===== src/rtl/fhz_pkg.sv =====
package fhz_pkg;
  typedef enum logic [1:0] {
    DET_EDGE   = 2'b00,
    DET_DIV8   = 2'b01,
    DET_DIV16  = 2'b10,
    DET_DIV128 = 2'b11
  } det_mode_e;

  localparam int unsigned AW      = 3;
  localparam logic [AW-1:0] A_CTRL  = 3'd0;
  localparam logic [AW-1:0] A_MPWM  = 3'd1;
  localparam logic [AW-1:0] A_MSC   = 3'd2;
  localparam logic [AW-1:0] A_MODE  = 3'd3;
  localparam logic [AW-1:0] A_FLAGS = 3'd4;

  localparam int unsigned RUN_LEN = 16;
  localparam int unsigned RUN_W   = $clog2(RUN_LEN) + 1;
endpackage


===== src/rtl/fhz_prescale.sv =====
module fhz_prescale #(
  parameter int unsigned CW = 7
) (
  input  logic       clk_i,
  input  logic       rst_n,
  output logic [2:0] tick_o
);
  logic [CW-1:0] cnt_q, cnt_d;

  always_comb begin
    cnt_d = cnt_q + 1'b1;
  end

  always_ff @(posedge clk_i or negedge rst_n) begin
    if (!rst_n) cnt_q <= '0;
    else        cnt_q <= cnt_d;
  end

  assign tick_o[0] = &cnt_q[2:0];
  assign tick_o[1] = &cnt_q[3:0];
  assign tick_o[2] = &cnt_q;
endmodule


===== src/rtl/fhz_in_det.sv =====
module fhz_in_det
  import fhz_pkg::*;
(
  input  logic      clk_i,
  input  logic      rst_n,
  input  logic      pin_i,
  input  det_mode_e mode_i,
  input  logic [2:0] tick_i,
  input  logic      clr_i,
  output logic      flag_o
);
  logic             pin_q;
  logic             flag_q, flag_d;
  logic             seen_q, seen_d;
  logic [RUN_W-1:0] run_q, run_d;
  logic             tick_sel, set_c, clr_ok;

  always_comb begin
    case (mode_i)
      DET_DIV8:   tick_sel = tick_i[0];
      DET_DIV16:  tick_sel = tick_i[1];
      DET_DIV128: tick_sel = tick_i[2];
      default:    tick_sel = 1'b0;
    endcase
  end

  always_comb begin
    run_d  = run_q;
    seen_d = seen_q;
    flag_d = flag_q;
    set_c  = 1'b0;
    if (mode_i == DET_EDGE) begin
      set_c = pin_q & ~pin_i;
      run_d = '0;
    end else if (tick_sel) begin
      if (!pin_i) begin
        run_d = (run_q == RUN_W'(RUN_LEN)) ? run_q : run_q + 1'b1;
        set_c = (run_d == RUN_W'(RUN_LEN));
      end else begin
        run_d  = '0;
        seen_d = seen_q | flag_q;
      end
    end
    clr_ok = (mode_i == DET_EDGE) || seen_q;
    if (set_c) begin
      flag_d = 1'b1;
      seen_d = 1'b0;
    end else if (clr_i && clr_ok) begin
      flag_d = 1'b0;
      seen_d = 1'b0;
    end
  end

  always_ff @(posedge clk_i or negedge rst_n) begin
    if (!rst_n) begin
      pin_q  <= 1'b1;
      flag_q <= 1'b0;
      seen_q <= 1'b0;
      run_q  <= '0;
    end else begin
      pin_q  <= pin_i;
      flag_q <= flag_d;
      seen_q <= seen_d;
      run_q  <= run_d;
    end
  end

  assign flag_o = flag_q;

  AST_LOW_CLR_REFUSED: assert property (@(posedge clk_i) disable iff (!rst_n)
    (flag_q && mode_i != DET_EDGE && !seen_q) |=> flag_o);
  AST_EDGE_SETS: assert property (@(posedge clk_i) disable iff (!rst_n)
    (mode_i == DET_EDGE && pin_q && !pin_i) |=> flag_o);
endmodule


===== src/rtl/fhz_out_cmp.sv =====
module fhz_out_cmp #(
  parameter int unsigned NPAIR = 3
) (
  input  logic               clk_i,
  input  logic               rst_n,
  input  logic [2*NPAIR-1:0] lvl_i,
  input  logic               clr_i,
  output logic               flag_o
);
  logic [NPAIR-1:0] both;
  logic             flag_q, flag_d;

  for (genvar p = 0; p < NPAIR; p++) begin : g_pair
    assign both[p] = lvl_i[2*p] & lvl_i[2*p+1];
  end

  always_comb begin
    flag_d = flag_q;
    if (|both)                     flag_d = 1'b1;
    else if (clr_i && !(|lvl_i))   flag_d = 1'b0;
  end

  always_ff @(posedge clk_i or negedge rst_n) begin
    if (!rst_n) flag_q <= 1'b0;
    else        flag_q <= flag_d;
  end

  assign flag_o = flag_q;

  AST_CMP_CLR_REFUSED: assert property (@(posedge clk_i) disable iff (!rst_n)
    (flag_q && |lvl_i) |=> flag_o);
  AST_CMP_SETS: assert property (@(posedge clk_i) disable iff (!rst_n)
    (|both) |=> flag_o);
endmodule


===== src/rtl/fhz_ctrl.sv =====
module fhz_ctrl
  import fhz_pkg::*;
#(
  parameter int unsigned NPAIR = 3,
  parameter int unsigned NSC   = 4,
  parameter int unsigned NIN   = 4,
  parameter int unsigned DW    = 8
) (
  input  logic                 clk_i,
  input  logic                 rst_ni,
  input  logic                 wr_en_i,
  input  logic [AW-1:0]        addr_i,
  input  logic [DW-1:0]        wdata_i,
  output logic [DW-1:0]        rdata_o,
  input  logic                 evt_pwm_i,
  input  logic                 evt_sc_i,
  input  logic                 osc_stop_i,
  input  logic [NIN-1:0]       in_pin_i,
  input  logic [2*NPAIR-1:0]   pwm_lvl_i,
  output logic [2*NPAIR-1:0]   hz_pwm_o,
  output logic [NSC-1:0]       hz_sc_o
);
  localparam int unsigned NPWM   = 2 * NPAIR;
  localparam int unsigned B_CMP  = NIN;
  localparam int unsigned B_OSC  = NIN + 1;

  logic [1:0]        rst_sync_q;
  logic              rst_n;
  logic              force_pwm_q, force_pwm_d;
  logic              force_sc_q, force_sc_d;
  logic              osc_en_q, osc_en_d;
  logic              osc_flag_q, osc_flag_d;
  logic [NPWM-1:0]   mask_pwm_q, mask_pwm_d;
  logic [NSC-1:0]    mask_sc_q, mask_sc_d;
  logic [2*NIN-1:0]  mode_q, mode_d;
  logic [NPWM-1:0]   hz_pwm_d;
  logic [NSC-1:0]    hz_sc_d;
  logic [NIN-1:0]    in_flag;
  logic [2:0]        ticks;
  logic              cmp_flag;
  logic              wr_ctrl, wr_mpwm, wr_msc, wr_mode, wr_flags;
  logic              osc_hz, in_hz, fault_pwm, fault_sc;

  always_ff @(posedge clk_i or negedge rst_ni) begin
    if (!rst_ni) rst_sync_q <= 2'b00;
    else         rst_sync_q <= {rst_sync_q[0], 1'b1};
  end
  assign rst_n = rst_sync_q[1];

  assign wr_ctrl  = wr_en_i && (addr_i == A_CTRL);
  assign wr_mpwm  = wr_en_i && (addr_i == A_MPWM);
  assign wr_msc   = wr_en_i && (addr_i == A_MSC);
  assign wr_mode  = wr_en_i && (addr_i == A_MODE);
  assign wr_flags = wr_en_i && (addr_i == A_FLAGS);

  fhz_prescale #(.CW(7)) u_pre (
    .clk_i (clk_i),
    .rst_n (rst_n),
    .tick_o(ticks)
  );

  for (genvar i = 0; i < NIN; i++) begin : g_det
    fhz_in_det u_det (
      .clk_i (clk_i),
      .rst_n (rst_n),
      .pin_i (in_pin_i[i]),
      .mode_i(det_mode_e'(mode_q[2*i +: 2])),
      .tick_i(ticks),
      .clr_i (wr_flags && !wdata_i[i]),
      .flag_o(in_flag[i])
    );
  end

  fhz_out_cmp #(.NPAIR(NPAIR)) u_cmp (
    .clk_i (clk_i),
    .rst_n (rst_n),
    .lvl_i (pwm_lvl_i),
    .clr_i (wr_flags && !wdata_i[B_CMP]),
    .flag_o(cmp_flag)
  );

  always_comb begin
    force_pwm_d = wr_ctrl ? wdata_i[0] : force_pwm_q;
    force_sc_d  = wr_ctrl ? wdata_i[1] : force_sc_q;
    osc_en_d    = wr_ctrl ? wdata_i[2] : osc_en_q;
    if (evt_pwm_i) force_pwm_d = 1'b1;
    if (evt_sc_i)  force_sc_d  = 1'b1;
    mask_pwm_d  = wr_mpwm ? wdata_i[NPWM-1:0] : mask_pwm_q;
    mask_sc_d   = wr_msc  ? wdata_i[NSC-1:0]  : mask_sc_q;
    mode_d      = wr_mode ? wdata_i[2*NIN-1:0] : mode_q;
    osc_flag_d  = osc_flag_q;
    if (osc_stop_i && osc_en_q)           osc_flag_d = 1'b1;
    else if (wr_flags && !wdata_i[B_OSC]) osc_flag_d = 1'b0;
  end

  always_comb begin
    osc_hz    = osc_flag_q & osc_en_q;
    in_hz     = |in_flag;
    fault_sc  = force_sc_q | osc_hz | in_hz;
    fault_pwm = force_pwm_q | osc_hz | in_hz | cmp_flag;
    hz_pwm_d  = mask_pwm_q & {NPWM{fault_pwm}};
    hz_sc_d   = mask_sc_q & {NSC{fault_sc}};
  end

  always_ff @(posedge clk_i or negedge rst_n) begin
    if (!rst_n) begin
      force_pwm_q <= 1'b0;
      force_sc_q  <= 1'b0;
      osc_en_q    <= 1'b0;
      osc_flag_q  <= 1'b0;
      mask_pwm_q  <= '0;
      mask_sc_q   <= '0;
      mode_q      <= '0;
      hz_pwm_o    <= '0;
      hz_sc_o     <= '0;
    end else begin
      force_pwm_q <= force_pwm_d;
      force_sc_q  <= force_sc_d;
      osc_en_q    <= osc_en_d;
      osc_flag_q  <= osc_flag_d;
      mask_pwm_q  <= mask_pwm_d;
      mask_sc_q   <= mask_sc_d;
      mode_q      <= mode_d;
      hz_pwm_o    <= hz_pwm_d;
      hz_sc_o     <= hz_sc_d;
    end
  end

  always_comb begin
    rdata_o = '0;
    case (addr_i)
      A_CTRL:  rdata_o[2:0]      = {osc_en_q, force_sc_q, force_pwm_q};
      A_MPWM:  rdata_o[NPWM-1:0] = mask_pwm_q;
      A_MSC:   rdata_o[NSC-1:0]  = mask_sc_q;
      A_MODE:  rdata_o[2*NIN-1:0] = mode_q;
      A_FLAGS: rdata_o[NIN+1:0]  = {osc_flag_q, cmp_flag, in_flag};
      default: rdata_o = '0;
    endcase
  end

  AST_HZ_MASKED: assert property (@(posedge clk_i) disable iff (!rst_n)
    (hz_pwm_o & ~$past(mask_pwm_q)) == '0);
  AST_FORCE_SC: assert property (@(posedge clk_i) disable iff (!rst_n)
    force_sc_q |=> (hz_sc_o == $past(mask_sc_q)));
  AST_OSC_GATED: assert property (@(posedge clk_i) disable iff (!rst_n)
    (!osc_en_q && !osc_flag_q) |=> !osc_flag_q);
  AST_EVT_SETS: assert property (@(posedge clk_i) disable iff (!rst_n)
    evt_pwm_i |=> force_pwm_q);
endmodule


===== config.mk =====
export PLATFORM = sky130hd
export DESIGN_NAME = fhz_ctrl
export DESIGN_NICKNAME = d
export VERILOG_FILES = /design/src/rtl/fhz_pkg.sv /design/src/rtl/fhz_prescale.sv /design/src/rtl/fhz_in_det.sv /design/src/rtl/fhz_out_cmp.sv /design/src/rtl/fhz_ctrl.sv
export SDC_FILE = /design/constraint.sdc
export NUM_CORES = 1
export LEC_CHECK = 0
export BUFFER_PORTS_ARGS = -buffer_cell sky130_fd_sc_hd__buf_4
export CAP_MARGIN = 5
export CORE_MARGIN = 4
export CORE_UTILIZATION = 30
export CTS_BUF_LIST = sky130_fd_sc_hd__clkbuf_16
export DETAILED_ROUTE_END_ITERATION = 8
export GPL_ROUTABILITY_DRIVEN = 0
export GPL_TIMING_DRIVEN = 0
export PLACE_DENSITY = 0.47
export RECOVER_POWER = 100
export SLEW_MARGIN = 0
export SYNTH_ARGS = -nofsm -noshare
export SYNTH_HDL_FRONTEND = slang
export SYNTH_SLANG_ARGS = --single-unit

===== constraint.sdc =====
create_clock -name clk_i -period 7.29 [get_ports clk_i]
set_clock_uncertainty 0.1 [all_clocks]
set_input_delay 0.3645 -clock clk_i [delete_from_list [all_inputs] [get_ports clk_i]]
set_output_delay 0.3645 -clock clk_i [all_outputs]
set_load 0.02 [all_outputs]

==> metrics.txt <==
# TYPE chip_impl_metric gauge
chip_impl_info{name="run_status",value="complete, but fails checks"} 1
chip_impl_info{name="failed_checks",value="capacitance limit, slew limit"} 1
chip_impl_metric{name="worst_slew_pin_slew",unit="ps"} 2970
chip_impl_metric{name="timing.final.hold_violations",unit=""} 0
chip_impl_metric{name="detailed_route_wl",unit="um"} 8960
chip_impl_metric{name="fmax",unit="MHz"} 274
chip_impl_metric{name="number_of_nets_produced_by_synthesis",unit=""} 397
chip_impl_metric{name="cap_viol_max_count",unit=""} 1
chip_impl_metric{name="tritoncts.num_buffers",unit=""} 9
chip_impl_metric{name="clkLatencyLatePin",unit="ps"} 330
chip_impl_metric{name="clk_pin_slew",unit="ps"} 60
chip_impl_metric{name="post-dp-hpwl",unit="um"} 6700
chip_impl_metric{name="numPortBuffers",unit=""} 44
chip_impl_metric{name="initial_core_util",unit=""} 0.305
chip_impl_info{name="tritoncts",value="built"} 1
chip_impl_metric{name="arrival",unit="ps"} 3340
chip_impl_metric{name="post_cts_resize_count",unit=""} 0
chip_impl_metric{name="slew_viol_final",unit=""} 55
chip_impl_metric{name="design.portCount",unit=""} 45
chip_impl_metric{name="drt_first_pass_iters",unit=""} 4
chip_impl_metric{name="grt_overflow",unit=""} 0
chip_impl_metric{name="final.setup.worst_slack",unit="ps"} 3640
chip_impl_metric{name="crit_fanout",unit=""} 54
chip_impl_info{name="crit_path_top_delay_cell",value="clkbuf_1"} 1
chip_impl_metric{name="die-area",unit="um2"} 14700
chip_impl_metric{name="rrSetupSlack",unit="ps"} 3640
chip_impl_info{name="critPathLaunchType",value="flop"} 1
chip_impl_metric{name="totalNegativeSetupSlack",unit="ps"} 0
chip_impl_metric{name="fin_crit",unit="ps"} 3650
chip_impl_metric{name="ys_types",unit=""} 65
chip_impl_metric{name="drt-vias-per-instance",unit=""} 4.90
chip_impl_metric{name="worst_ep_required_time",unit="ps"} 6980
chip_impl_info{name="critical_path_class",value="flop to async pin"} 1
chip_impl_metric{name="period_share",unit=""} 0.501
chip_impl_metric{name="synthesis.yosys.warnings",unit=""} 0
chip_impl_metric{name="worstPathBufferInverterCount",unit=""} 1
chip_impl_info{name="critical_path.endpoint",value="g_det[1].u_det.run_q[3]$_DFFE_PN0P_"} 1
chip_impl_info{name="critPathLaunch",value="rst_sync_q[1]$_DFF_PN0_"} 1
chip_impl_metric{name="powerDensity",unit="nW/um2"} 267
chip_impl_info{name="postSynth.topFlopCell",value="dfrtp_1"} 1
chip_impl_metric{name="final_area",unit="um2"} 4570
chip_impl_metric{name="fp.dieW",unit="um"} 121
chip_impl_metric{name="wl_per_cell",unit="um"} 15.1
chip_impl_metric{name="cts.htree.levels",unit=""} 3
chip_impl_info{name="path_delay_family",value="buffers and inverters"} 1
chip_impl_metric{name="filler_cells_inserted",unit=""} 1282
chip_impl_metric{name="post-route-util",unit=""} 0.364
chip_impl_info{name="cts-root-buf",value="clkbuf_16"} 1
chip_impl_metric{name="dpl_cell_area",unit="um2"} 4410
chip_impl_metric{name="critical_path.max_stage_delay",unit="ps"} 2150
chip_impl_metric{name="cp_num_cells",unit=""} 1
chip_impl_info{name="rsz0062_at_grt",value="no"} 1
chip_impl_metric{name="syn-cell-area",unit="um2"} 3830
chip_impl_info{name="most-common-layout-cells",value="dfrtp_1, clkbuf_1, nand2_1"} 1
chip_impl_metric{name="drtIter0Drc",unit=""} 231
chip_impl_metric{name="vias_in_the_first_global_route",unit=""} 2886
chip_impl_metric{name="drc",unit=""} 0
chip_impl_metric{name="track_usage",unit=""} 0.129
chip_impl_metric{name="share_of_final_layout_standard_cells_stronger_than_drive_strength_1",unit=""} 0.178
chip_impl_metric{name="synthesis.instances",unit=""} 360
chip_impl_metric{name="antenna_left",unit=""} 0
chip_impl_metric{name="worst_hold_check_slack",unit="ps"} 83.7
chip_impl_info{name="critical_path.reg2reg.endpoint",value="g_det[1].u_det.run_q[3]$_DFFE_PN0P_"} 1
chip_impl_info{name="mostFrequentLayoutCell",value="dfrtp_1"} 1
chip_impl_metric{name="slew_headroom",unit=""} -0.977
chip_impl_metric{name="synth_seq_area_share",unit=""} 0.484
chip_impl_info{name="hold_path_startpoint",value="in_pin_i[3]"} 1
chip_impl_metric{name="dpl_worst_slack",unit="ps"} 4950
chip_impl_metric{name="number_of_flip_flops_and_latches_in_the_synthesized_netlist",unit=""} 74
chip_impl_metric{name="design.core.area",unit="um2"} 12600
chip_impl_info{name="hold_path.class",value="primary input to flop"} 1
chip_impl_metric{name="vias",unit=""} 2911
chip_impl_metric{name="cellLeakagePower",unit="nW"} 1.89
chip_impl_metric{name="syn_avg_cell_area",unit="um2"} 10.6
chip_impl_metric{name="clkSinkCount",unit=""} 74
chip_impl_info{name="reg_to_reg_start",value="rst_sync_q[1]$_DFF_PN0_"} 1
chip_impl_metric{name="finish.net_count",unit=""} 454
chip_impl_metric{name="reg2reg_depth",unit=""} 1
chip_impl_info{name="crit_chain",value="clkbuf_1"} 1
chip_impl_metric{name="grt_max_degree",unit=""} 55
chip_impl_metric{name="grt_first_pass_wirelength",unit="um"} 14900
chip_impl_metric{name="fp-row-count",unit=""} 41
chip_impl_metric{name="die_height",unit="um"} 121
chip_impl_metric{name="flow.area_growth_from_synthesis",unit="%"} 19.3
chip_impl_metric{name="worst_ir_drop_vdd",unit="V"} 0.000140
chip_impl_metric{name="setup-violations-final",unit=""} 0
chip_impl_metric{name="cts_max_path_buffers",unit=""} 2
chip_impl_metric{name="total_inserted_antenna_cells",unit=""} 0
chip_impl_metric{name="synth-edff-count",unit=""} 0
chip_impl_info{name="timing.critical_path.to_type",value="async pin"} 1
chip_impl_metric{name="postSynth.asyncResetShare",unit=""} 1.00
chip_impl_metric{name="antenna_found_initial",unit=""} 0
layer usage:
metal  vias to the layer above  global-route usage  wire, um
li1                       1434                   -         -
met1                      1418               0.177      4400
met2                        50               0.199      4120
met3                         9              0.0340       303
met4                         0              0.0411       131
met5                         -                   0         0
synth_stat cells, types with 2 or more instances:
cell type | n | area [um2]
a211o_1 | 5 | 43.8
nor4_1 | 2 | 12.5
nand2_1 | 25 | 93.8
xnor2_1 | 5 | 43.8
clkbuf_1 | 3 | 11.3
or3_1 | 4 | 25.0
a21oi_1 | 15 | 75.1
and2_1 | 12 | 75.1
inv_1 | 19 | 71.3
xor2_1 | 8 | 70.1
a22oi_1 | 8 | 60.1
mux2_2 | 21 | 236
o2bb2ai_1 | 2 | 17.5
nor2b_1 | 5 | 31.3
a21o_1 | 5 | 37.5
dfrtp_1 | 70 | 1750
nor4b_1 | 3 | 26.3
a22o_1 | 2 | 17.5
o21ai_0 | 18 | 90.1
nor3_1 | 7 | 35.0
nand4bb_1 | 3 | 33.8
buf_2 | 5 | 25.0
nor2_1 | 21 | 78.8
ha_1 | 10 | 125
nand2b_1 | 4 | 25.0
a211oi_1 | 4 | 30.0
dfstp_2 | 4 | 105
or2_2 | 3 | 18.8
nand3_1 | 17 | 85.1
o22ai_1 | 4 | 25.0
o31ai_1 | 3 | 22.5
mux2i_1 | 3 | 30.0
o2111a_1 | 3 | 33.8
o21bai_1 | 4 | 30.0
nand4_1 | 3 | 18.8
cells by family after synthesis:
logic type | synth area share
adders and majority gates | 0.0326
and+or+nand+nor | 0.174
DFF | 0.484
AOI/OAI and AO/OA | 0.174
muxes | 0.0754
other | 0.000978
xor gates and xnor gates | 0.0297
buffers and inverters | 0.0290
flip-flops by register name, summed over array words and instances, names as in the netlist, 2 cells and up:
| name | count |
|---|---|
| g_det.u_det.flag_o | 4 |
| g_det.u_det.pin_q | 4 |
| g_det.u_det.run_q | 20 |
| g_det.u_det.seen_q | 4 |
| hz_pwm_o | 6 |
| hz_sc_o | 4 |
| mask_pwm_q | 6 |
| mask_sc_q | 4 |
| mode_q | 8 |
| rst_sync_q | 2 |
| u_pre.cnt_q | 7 |
layout make-up:
cell class                 instances  area [um2]  share of cell area
buffer                             8        33.8             0.00739
clock inverter                     7        86.3              0.0189
sequential                        74        1860               0.406
clock buffer                       9         225              0.0493
tap                              172         215              0.0471
multi-input combinational        258        1820               0.398
inverter                          20        75.1              0.0164
timing repair buffer              46         258              0.0564
per-stage QoR:
step	power (mW)	instances
2_1_floorplan	0.690	360
3_3_place_gp	0.783	576
3_5_place_dp	0.789	577
4_1_cts	1.26	594
5_1_grt	1.30	594
6_report	1.22	594
power breakdown:
group / internal [mW] / switching (mW) / leakage [nW]
clock network: 0.296 / 0.168 / 0.148
registers: 0.472 / 0.0548 / 0.902
logic: 0.103 / 0.128 / 0.838
total: 0.870 / 0.351 / 1.89
what timing repair did:
item | in CTS | in global routing
endpoints found under the hold margin | 2 | 0
hold buffers | 1 | 0
endpoints found under the setup margin | 0 | 0
setup buffers | 0 | 0
worst min-delay path by stage:
stage | endpoint | slack, ps | cells after the start
6_report | g_det[3].u_det.pin_q$_DFF_PN1_ | 80 | 1
4_1_cts | g_det[3].u_det.pin_q$_DFF_PN1_ | 60 | 1
2_1_floorplan | rst_sync_q[0]$_DFF_PN0_ | -30 | 0
5_1_grt | g_det[3].u_det.pin_q$_DFF_PN1_ | 100 | 1
3_5_place_dp | rst_sync_q[0]$_DFF_PN0_ | 50 | 1
3_3_place_gp | rst_sync_q[0]$_DFF_PN0_ | 50 | 1
Power figures use the tool's default switching activity.
